$ cat src/rtl/pg_pkg.sv
package pg_pkg;

    localparam int NUM_FLAGS   = 4;
    localparam int SYNC_STAGES = 2;
    localparam int VOTE_TAPS   = 3;

    localparam int IDX_RISE  = 0;
    localparam int IDX_HOLD  = 1;
    localparam int IDX_EN    = 2;
    localparam int IDX_FAULT = 3;

    typedef struct packed {
        logic fault;
        logic en;
        logic hold;
        logic rise;
    } flags_t;

    typedef struct packed {
        logic uv_valid;
        logic gate_ok;
    } qual_t;

    function automatic logic vote_major(input logic [VOTE_TAPS-1:0] v);
        return $countones(v) > (VOTE_TAPS / 2);
    endfunction

endpackage

$ cat src/rtl/pg_flag_cond.sv
module pg_flag_cond
    import pg_pkg::*;
(
    input  logic clk,
    input  logic rst,
    input  logic raw_in,
    output logic clean_out
);
    logic [SYNC_STAGES-1:0] sync_q;
    logic [VOTE_TAPS-1:0]   vote_q;

    always_ff @(posedge clk) begin
        if (rst) begin
            sync_q <= '0;
            vote_q <= '0;
        end else begin
            sync_q <= {sync_q[SYNC_STAGES-2:0], raw_in};
            vote_q <= {vote_q[VOTE_TAPS-2:0], sync_q[SYNC_STAGES-1]};
        end
    end

    assign clean_out = vote_major(vote_q);
endmodule

$ cat src/rtl/pg_window.sv
module pg_window (
    input  logic clk,
    input  logic rst,
    input  logic above_set,
    input  logic above_clr,
    output logic valid
);
    always_ff @(posedge clk) begin
        if (rst)
            valid <= 1'b0;
        else if (!above_clr)
            valid <= 1'b0;
        else if (above_set)
            valid <= 1'b1;
    end
endmodule

$ cat src/rtl/pg_release_timer.sv
module pg_release_timer #(
    parameter int DELAY_TICKS = 500000
) (
    input  logic clk,
    input  logic rst,
    input  logic qualify,
    input  logic tick,
    output logic [$clog2(DELAY_TICKS+1)-1:0] cnt,
    output logic pg
);
    localparam int CW = $clog2(DELAY_TICKS + 1);
    localparam logic [CW-1:0] TERM = CW'(DELAY_TICKS);

    logic done;
    assign done = (cnt == TERM);

    always_ff @(posedge clk) begin
        if (rst || !qualify) begin
            cnt <= '0;
            pg  <= 1'b0;
        end else begin
            if (tick && !done)
                cnt <= cnt + 1'b1;
            pg <= done;
        end
    end
endmodule

$ cat src/rtl/pgood_supervisor.sv
module pgood_supervisor
    import pg_pkg::*;
#(
    parameter int DELAY_TICKS = 500000
) (
    input  logic clk,
    input  logic rst,
    input  logic tick_en,
    input  logic uv_rise_raw,
    input  logic uv_hold_raw,
    input  logic en_raw,
    input  logic fault_raw,
    output logic pg_pad_oe,
    output logic pg_status
);
    localparam int CW = $clog2(DELAY_TICKS + 1);

    logic [NUM_FLAGS-1:0] raw_vec;
    logic [NUM_FLAGS-1:0] clean_vec;
    flags_t               clean;
    qual_t                qual_q;
    logic                 qualify;
    logic                 uv_valid;
    logic                 gate_ok;
    logic                 rise_c;
    logic                 hold_c;
    logic [CW-1:0]        release_cnt;

    assign raw_vec[IDX_RISE]  = uv_rise_raw;
    assign raw_vec[IDX_HOLD]  = uv_hold_raw;
    assign raw_vec[IDX_EN]    = en_raw;
    assign raw_vec[IDX_FAULT] = fault_raw;

    for (genvar i = 0; i < NUM_FLAGS; i++) begin : g_cond
        pg_flag_cond u_cond (
            .clk      (clk),
            .rst      (rst),
            .raw_in   (raw_vec[i]),
            .clean_out(clean_vec[i])
        );
    end

    assign clean = flags_t'(clean_vec);
    assign rise_c = clean.rise;
    assign hold_c = clean.hold;

    pg_window u_window (
        .clk      (clk),
        .rst      (rst),
        .above_set(rise_c),
        .above_clr(hold_c),
        .valid    (uv_valid)
    );

    always_ff @(posedge clk) begin
        if (rst)
            gate_ok <= 1'b0;
        else
            gate_ok <= clean.en & ~clean.fault;
    end

    assign qual_q.uv_valid = uv_valid;
    assign qual_q.gate_ok  = gate_ok;
    assign qualify = &qual_q;

    pg_release_timer #(.DELAY_TICKS(DELAY_TICKS)) u_timer (
        .clk    (clk),
        .rst    (rst),
        .qualify(qualify),
        .tick   (tick_en),
        .cnt    (release_cnt),
        .pg     (pg_status)
    );

    assign pg_pad_oe = ~pg_status;
endmodule

$ cat config.mk
export PLATFORM = sky130hd
export DESIGN_NAME = pgood_supervisor
export DESIGN_NICKNAME = d
export VERILOG_FILES = /design/src/rtl/pg_pkg.sv /design/src/rtl/pg_flag_cond.sv /design/src/rtl/pg_window.sv /design/src/rtl/pg_release_timer.sv /design/src/rtl/pgood_supervisor.sv
export SDC_FILE = /design/constraint.sdc
export NUM_CORES = 1
export LEC_CHECK = 0
export BUFFER_PORTS_ARGS = -buffer_cell sky130_fd_sc_hd__buf_2
export CORE_MARGIN = 2
export CORE_UTILIZATION = 52
export DETAILED_ROUTE_END_ITERATION = 10
export PLACE_DENSITY = 0.76
export SYNTH_ARGS = -nofsm -noshare
export SYNTH_HDL_FRONTEND = slang
export SYNTH_HIERARCHICAL = 1
export SYNTH_SLANG_ARGS = --single-unit
$ cat constraint.sdc
create_clock -name clk -period 2.15 [get_ports clk]
set_input_delay 0.215 -clock clk [delete_from_list [all_inputs] [get_ports clk]]
set_output_delay 0.215 -clock clk [all_outputs]
set_load 0.1 [all_outputs]
==> summary.md, run 1 <==
| Metric | Value |
|---|---|
| Total Power | `1.46 mW` |
| Core area | `3050 sq um` |
| Total of warnings raised by yosys | `6` |
| Largest net degree at the start of global routing | `24` |
| Average detailed-routed wire length per instance | `11.3 um` |
| Number of enable-type register cells in the synthesized netlist | `0` |
| Register clock-pin slew on the reported worst setup and hold paths | `120 ps` |
| Share of the cycle needed by the critical path after routing | `0.827` |
| Async set-reset flop share out of synthesis | `0` |
| Max-cap viol count | `0` |
| Share of synthesized area occupied by flip-flops and latches | `0.503` |
| Pre-Repair DR Iteration Count | `4` |
| Final number of hold-violating endpoints | `0` |
| Mean post-synth cell area | `9.96 sq um` |
| CTS H-Tree Depth | `2` |
| Net count, final | `193` |
| Most frequent standard cell in the layout excluding fill and tap cells | `dfxtp_1` |
| Layout Area Growth over Synthesis | `11.1%` |
| Capture instance of the worst register-to-register path | `u_timer/cnt[14]$_SDFFE_PP0P_` |
| First-pass GRT wire length | `4.51 mm` |
| Worst vdd rail ir drop | `0.000438 V` |
| Main flop type after synthesis | `dfxtp_1` |
| Final HPWL from detailed placement | `1.90 mm` |
| Sw Pwr | `0.263 mW` |
| Number of flip-flops and latches in the synthesized netlist | `42` |
| Total power density per cell area | `785 nW/um^2` |
| Launch point of the critical path | `u_timer/cnt[0]$_SDFFE_PP0P_` |
| DRC violation count after routing | `0` |
| Total setup violations reported at the end of the flow | `0` |
| Critical path class | `flop to flop` |
| Launch instance of the worst register-to-register path | `u_timer/cnt[0]$_SDFFE_PP0P_` |
| Buffers inserted by post-CTS timing repair | `0` |
| Ports | `9` |
| Number of sinks handled by clock tree synthesis | `42` |
| Share of power burned in combinational logic | `0.021` |
| Detailed router's first-iteration violation count | `57` |
| Headroom to the max-slew limit | `0.535` |
| Clock tree root buffer cell | `clkbuf_4` |
| Vias per cell | `5.11` |
| Capturing instance or port of the critical path | `u_timer/cnt[14]$_SDFFE_PP0P_` |
| Min-Delay Path Class | `input pin to flop` |
| Slew Viols, Final | `0` |
| Initial cell density of the core | `0.548` |
| Startpoint of the tightest hold check path | `uv_rise_raw` |
| Hold slack final | `70.1 ps` |
| Total placed instance area | `1750 sq um` |
| Number of global-route vias before repair | `1126` |
| RSZ-0062 raised after global routing | `no` |
| FF-to-FF setup slack | `370 ps` |
| Post-Synthesis Cells | `168` |
| Global Route Usage Sum | `0.165` |
| Final critical-path required period | `1780 ps` |
| Number of antenna repair diodes | `0` |
| Fraction of layout instances using a drive strength above 1 | `0.122` |
| Maximum fanout along the worst path | `9` |
| Part of the total power dissipated in sequential elements | `0.542` |
| Required arrival time at the worst endpoint | `2420 ps` |
| Die area | `3690 sq um` |
| Maximum clock frequency | `562 MHz` |
| Number of buffers between clock root and the deepest sink | `2` |
| Pin slew with the least headroom to its limit | `697 ps` |
| Internal cell power | `1.20 mW` |
| Antenna violations before repair | `0` |
| GP Congestion | `0.802` |
| DIE HEIGHT | `60.7 um` |
| Number of buffers created by CTS | `5` |
| Result of the run | `complete, no violations` |
| Detailed-route via count | `1150` |
| Post-Layout Inst Area | `1860 sq um` |
| Global-route congestion overflow total | `0` |
| Leakage power summed over all cells | `0.732 nW` |
| Arr. time, crit path | `2050 ps` |
| Unique masters post-synth | `34` |
| PortBufs | `8` |
| Sum of negative setup slack | `0 ps` |
| Total nets after synthesis | `181` |
| Count of standard-cell rows | `20` |
| Switching fraction of total power | `0.180` |
| Remaining number of nets flagged by the antenna check after routing | `0` |
| Die Wd | `60.7 um` |
| Clk_lat worst skew | `340 ps` |
| Most frequent cells in the layout | `dfxtp_1, nor2b_1, nor2_1, nand2_1, xor2_1` |
| Clk network pwr share | `0.437` |
| Kind of capture point of the worst setup path | `flop` |
| Area of the mapped netlist | `1670 sq um` |
| Detailed-route wire length | `2.54 mm` |
| Logic depth of the worst register-to-register path | `7` |
| CTS Hold Bufs | `0` |
| CTS tree | `done` |
| Largest clock skew in the final design | `14.7 ps` |
| Startpoint Class | `flop` |
| Post-cts resize count | `0` |
## Yosys cell counts, types with 4 or more instances
| library cell | instances | area share |
|---|---|---|
| xor2_1 | 9 | 0.047 |
| and3_1 | 5 | 0.019 |
| a21o_1 | 4 | 0.018 |
| inv_1 | 4 | 0.0090 |
| nand2_1 | 12 | 0.027 |
| xnor2_1 | 5 | 0.026 |
| nor2b_1 | 21 | 0.079 |
| nand4_1 | 6 | 0.022 |
| dfxtp_1 | 42 | 0.50 |
| nand3_1 | 4 | 0.012 |
| nor2_1 | 19 | 0.043 |
| ha_1 | 6 | 0.045 |
## final cells by class
type | instances | area [sq um]
Multi-Input combinational cell | 118 | 790
Fill cell | 282 | 1190
Timing Repair Buffer | 9 | 47.5
Clock buffer | 6 | 51.3
Tap cell | 44 | 55.1
Sequential cell | 42 | 841
Inverter | 4 | 15.0
Clock inverter | 2 | 60.1
## cells by family after synthesis
family,synth area share
compound gates,0.0561
xor+xnor,0.0733
fa+ha+maj,0.0449
buf+inv,0.0254
flops,0.503
simple gates,0.298
## through the flow
step / util / cells / setup WS (ps)
floorplan: - / 168 / 325
global placement: 0.573 / 217 / 475
detailed placement: 0.573 / 217 / 379
CTS: 0.609 / 225 / 350
global route: 0.609 / 225 / 246
finish: 0.609 / 225 / 372
## worst max-delay path, stage by stage (launching register included)
cell      delay [ps]
dfxtp_1          370
inv_1             70
ha_1             190
nor4bb_1         120
nand4_1          180
o21ai_4          130
or4_1            510
a21oi_1          150
## layer usage
metal,GRT usage,share of wire,up-vias
met5,0,0,-
met4,0.0652,0.010,0
met3,0.0448,0.032,4
met2,0.287,0.50,13
met1,0.194,0.46,545
li1,-,-,588
## worst min path at each step
stage | end | slack [ps] | cells after the start
detailed placement | g_cond[1].u_cond/sync_q[1]$_SDFF_PP0_ | 430 | 1
CTS | g_cond[1].u_cond/sync_q[0]$_SDFF_PP0_ | 60 | 2
global placement | g_cond[0].u_cond/vote_q[0]$_SDFF_PP0_ | 420 | 1
finish | g_cond[0].u_cond/sync_q[0]$_SDFF_PP0_ | 70 | 2
global route | g_cond[0].u_cond/sync_q[0]$_SDFF_PP0_ | 90 | 2
floorplan | u_window/valid$_SDFFE_PP0P_ | 280 | 1
## flip-flops by register name, indices dropped and copies added, names as in the netlist
register and count:
g_cond.u_cond/sync_q 8, g_cond.u_cond/vote_q 12, gate_ok 1, u_timer/cnt 19, u_timer/pg 1, u_window/valid 1
## power groups by stage
stage	Clock [mW]	Combinational (mW)	Sequential [mW]
final	0.638	0.0308	0.792
after CTS	0.651	0.0314	0.792
after detailed placement	0	0.0311	0.809
after global routing	0.686	0.0350	0.793
after floorplan	0	0.0165	0.808
after global placement	0	0.0293	0.809
Note: power is estimated with default switching activity, not from simulation.
==> inputs of run 2 (changes only) <==
==> constraint.sdc (replaced) <==
create_clock -name clk -period 1.8 [get_ports clk]
set_input_delay 0.18 -clock clk [delete_from_list [all_inputs] [get_ports clk]]
set_output_delay 0.18 -clock clk [all_outputs]
set_load 0.1 [all_outputs]
==> run 2 against run 1 <==
- sequential share of layout area is 0.20 points higher
- fmax is 2.8% higher
- critical path depth unchanged
- worst setup slack got worse by 300 ps
- critical endpoint is now u_timer/cnt[16]$_SDFFE_PP0P_
- largest cell class unchanged
==> summary.md, run 2 (synthesis results as in run 1) <==
| Metric | Value |
|---|---|
| Average detailed-routed wire length per instance | `11.4 um (+1.2%)` |
| DIE HEIGHT | `60.7 um (unchanged)` |
| Clk_lat worst skew | `360 ps (+20 ps)` |
| Max-cap viol count | `0 (unchanged)` |
| Total setup violations reported at the end of the flow | `0 (unchanged)` |
| Most flop-heavy register | `u_timer/cnt` |
| Number of buffers created by CTS | `5 (unchanged)` |
| Arr. time, crit path | `2020 ps (-30 ps)` |
| Registers with the most flip-flops | `u_timer/cnt (19), g_cond.u_cond/vote_q (12), g_cond.u_cond/sync_q (8)` |
| Total power density per cell area | `798 nW/um^2 (+1.6%)` |
| First-pass GRT wire length | `4.62 mm (+2.5%)` |
| Global Route Usage Sum | `0.172 (+0.00693)` |
| Number of flip-flops under the largest register name | `19 (unchanged)` |
| Slew Viols, Final | `0 (unchanged)` |
| Layout Area Growth over Synthesis | `11.0%` |
| Count of standard-cell rows | `20 (unchanged)` |
| Final critical-path required period | `1730 ps (-48.5 ps)` |
| Final number of hold-violating endpoints | `0 (unchanged)` |
| Slowest Stage Delay on Critical Path | `530 ps (+20 ps)` |
| Cell chain of the critical path | `inv_1 -> ha_1 -> nor4bb_1 -> nand4_1 -> o21ai_4 -> or4_4 -> a21oi_2` |
| Remaining number of nets flagged by the antenna check after routing | `0 (unchanged)` |
| Required arrival time at the worst endpoint | `2090 ps (-330 ps)` |
| Fraction of layout instances using a drive strength above 1 | `0.151 (+0.0298)` |
| Final HPWL from detailed placement | `1.92 mm (+0.78%)` |
| Core area | `3050 sq um (unchanged)` |
| Worst vdd rail ir drop | `0.000570 V (+30%)` |
| Global-route congestion overflow total | `0 (unchanged)` |
| Share of the cycle needed by the critical path after routing | `0.961 (+0.134)` |
| Total placed instance area | `1760 sq um (+0.86%)` |
| Buffers inserted by post-CTS timing repair | `0 (unchanged)` |
| GP Congestion | `0.782 (-2.4%)` |
| Vias per cell | `5.00 (-2.1%)` |
| Multi-input logic area | `797 sq um (+0.95%)` |
| Kind of capture point of the worst setup path | `flop` |
| Number of buffers between clock root and the deepest sink | `2 (unchanged)` |
| Pin slew with the least headroom to its limit | `484 ps (-213 ps)` |
| Initial cell density of the core | `0.548 (unchanged)` |
| Final core area utilization | `0.608 (-0.000819)` |
| CTS tree | `done` |
| Largest clock skew in the final design | `11.8 ps (-2.86 ps)` |
| Slowest cell on the critical path | `or4_4` |
| Net count, final | `197 (+2.1%)` |
| Startpoint Class | `flop` |
| Critical path class | `flop to flop` |
| DRC violation count after routing | `0 (unchanged)` |
| Headroom to the max-slew limit | `0.679 (+0.144)` |
| Pre-Repair DR Iteration Count | `4 (unchanged)` |
| Min-Delay Path Class | `input pin to flop` |
| RSZ-0062 raised after global routing | `no` |
| Register clock-pin slew on the reported worst setup and hold paths | `140 ps (+20 ps)` |
| Worst slack after detailed placement | `42.4 ps (-337 ps)` |
| Layout filler cell count | `274 (-2.8%)` |
| Die area | `3690 sq um (unchanged)` |
| Number of global-route vias before repair | `1101 (-2.2%)` |
| CTS H-Tree Depth | `2 (unchanged)` |
| Post-Layout Inst Area | `1860 sq um (-0.13%)` |
| Ports | `9 (unchanged)` |
| Number of antenna repair diodes | `0 (unchanged)` |
| Detailed-route via count | `1146 (-0.35%)` |
| Antenna violations before repair | `0 (unchanged)` |
| Die Wd | `60.7 um (unchanged)` |
| FF/Latch Area | `843 sq um (+0.30%)` |
| Detailed-route wire length | `2.62 mm (+3.0%)` |
| PortBufs | `8 (unchanged)` |
| Final worst-path setup slack | `70.2 ps (-302 ps)` |
| Number of sinks handled by clock tree synthesis | `42 (unchanged)` |
| FF-to-FF setup slack | `70 ps (-300 ps)` |
| Sum of negative setup slack | `0 ps (unchanged)` |
| Leakage power summed over all cells | `0.731 nW (-0.17%)` |
| Largest net degree at the start of global routing | `24 (unchanged)` |
| Maximum clock frequency | `578 MHz (+2.8%)` |
| Detailed router's first-iteration violation count | `63 (+11%)` |
| Clock tree root buffer cell | `clkbuf_4` |
| Most frequent cells in the layout | `dfxtp_1, nor2b_1, nor2_1, nand2_1, xor2_1` |
| Hold slack final | `22.5 ps (-47.6 ps)` |
| Most frequent standard cell in the layout excluding fill and tap cells | `dfxtp_1` |
| Maximum fanout along the worst path | `9 (unchanged)` |
| Result of the run | `complete, no violations` |
-- run 2: area by class of cell --
cell class,count,share of cell area
tap,44,0.0296
clock inverter,3,0.0142
inverter,4,0.00809
multi-input combinational,118,0.429
timing repair buffer,13,0.0445
clock buffer,5,0.0202
sequential,42,0.454
-- run 2: through the flow --
stage	cells	power (mW)
floorplan	168	0.985
global placement	219	1.00
detailed placement	219	1.00
CTS	227	1.50
global route	229	1.56
finish	229	1.48
-- run 2: report_power, final --
group	internal, mW	switching [mW]	total [mW]	leakage [nW]
combinational	0.0197	0.0202	0.0398	0.353
sequential	0.943	0.00355	0.946	0.342
clock	0.167	0.329	0.496	0.0366
-- run 2: worst paths after layout --
kind,startpoint,to,cells after the start
setup / recovery,u_timer/cnt[0]$_SDFFE_PP0P_,u_timer/cnt[16]$_SDFFE_PP0P_,7
hold / removal,fault_raw,g_cond[3].u_cond/sync_q[0]$_SDFF_PP0_,2
setup reg to reg,u_timer/cnt[0]$_SDFFE_PP0P_,u_timer/cnt[16]$_SDFFE_PP0P_,7
hold reg to reg,g_cond[1].u_cond/sync_q[1]$_SDFF_PP0_,g_cond[1].u_cond/vote_q[0]$_SDFF_PP0_,1
-- run 2: routing by layer --
| metal | track usage | vias to the layer above | share of wire |
|---|---|---|---|
| li1 | - | 598 | - |
| met2 | 0.298 | 18 | 0.49 |
| met5 | 0 | - | 0 |
| met4 | 0.0652 | 0 | 0.0084 |
| met1 | 0.189 | 526 | 0.46 |
| met3 | 0.0704 | 4 | 0.041 |
-- run 2: timing repair --
action,in CTS,in global routing
hold buffers,0,2
resized for setup,0,4
endpoints found under the hold margin,0,2
setup endpoints to repair,0,2
-- run 2: worst max-delay path: cells and delay by family, from the launching register on --
kind / cells / cell delay, ps
and+or+nand+nor: 3 / 820
DFF: 1 / 360
AOI/OAI and AO/OA: 2 / 250
adders and majority gates: 1 / 180
buffers and inverters: 1 / 60
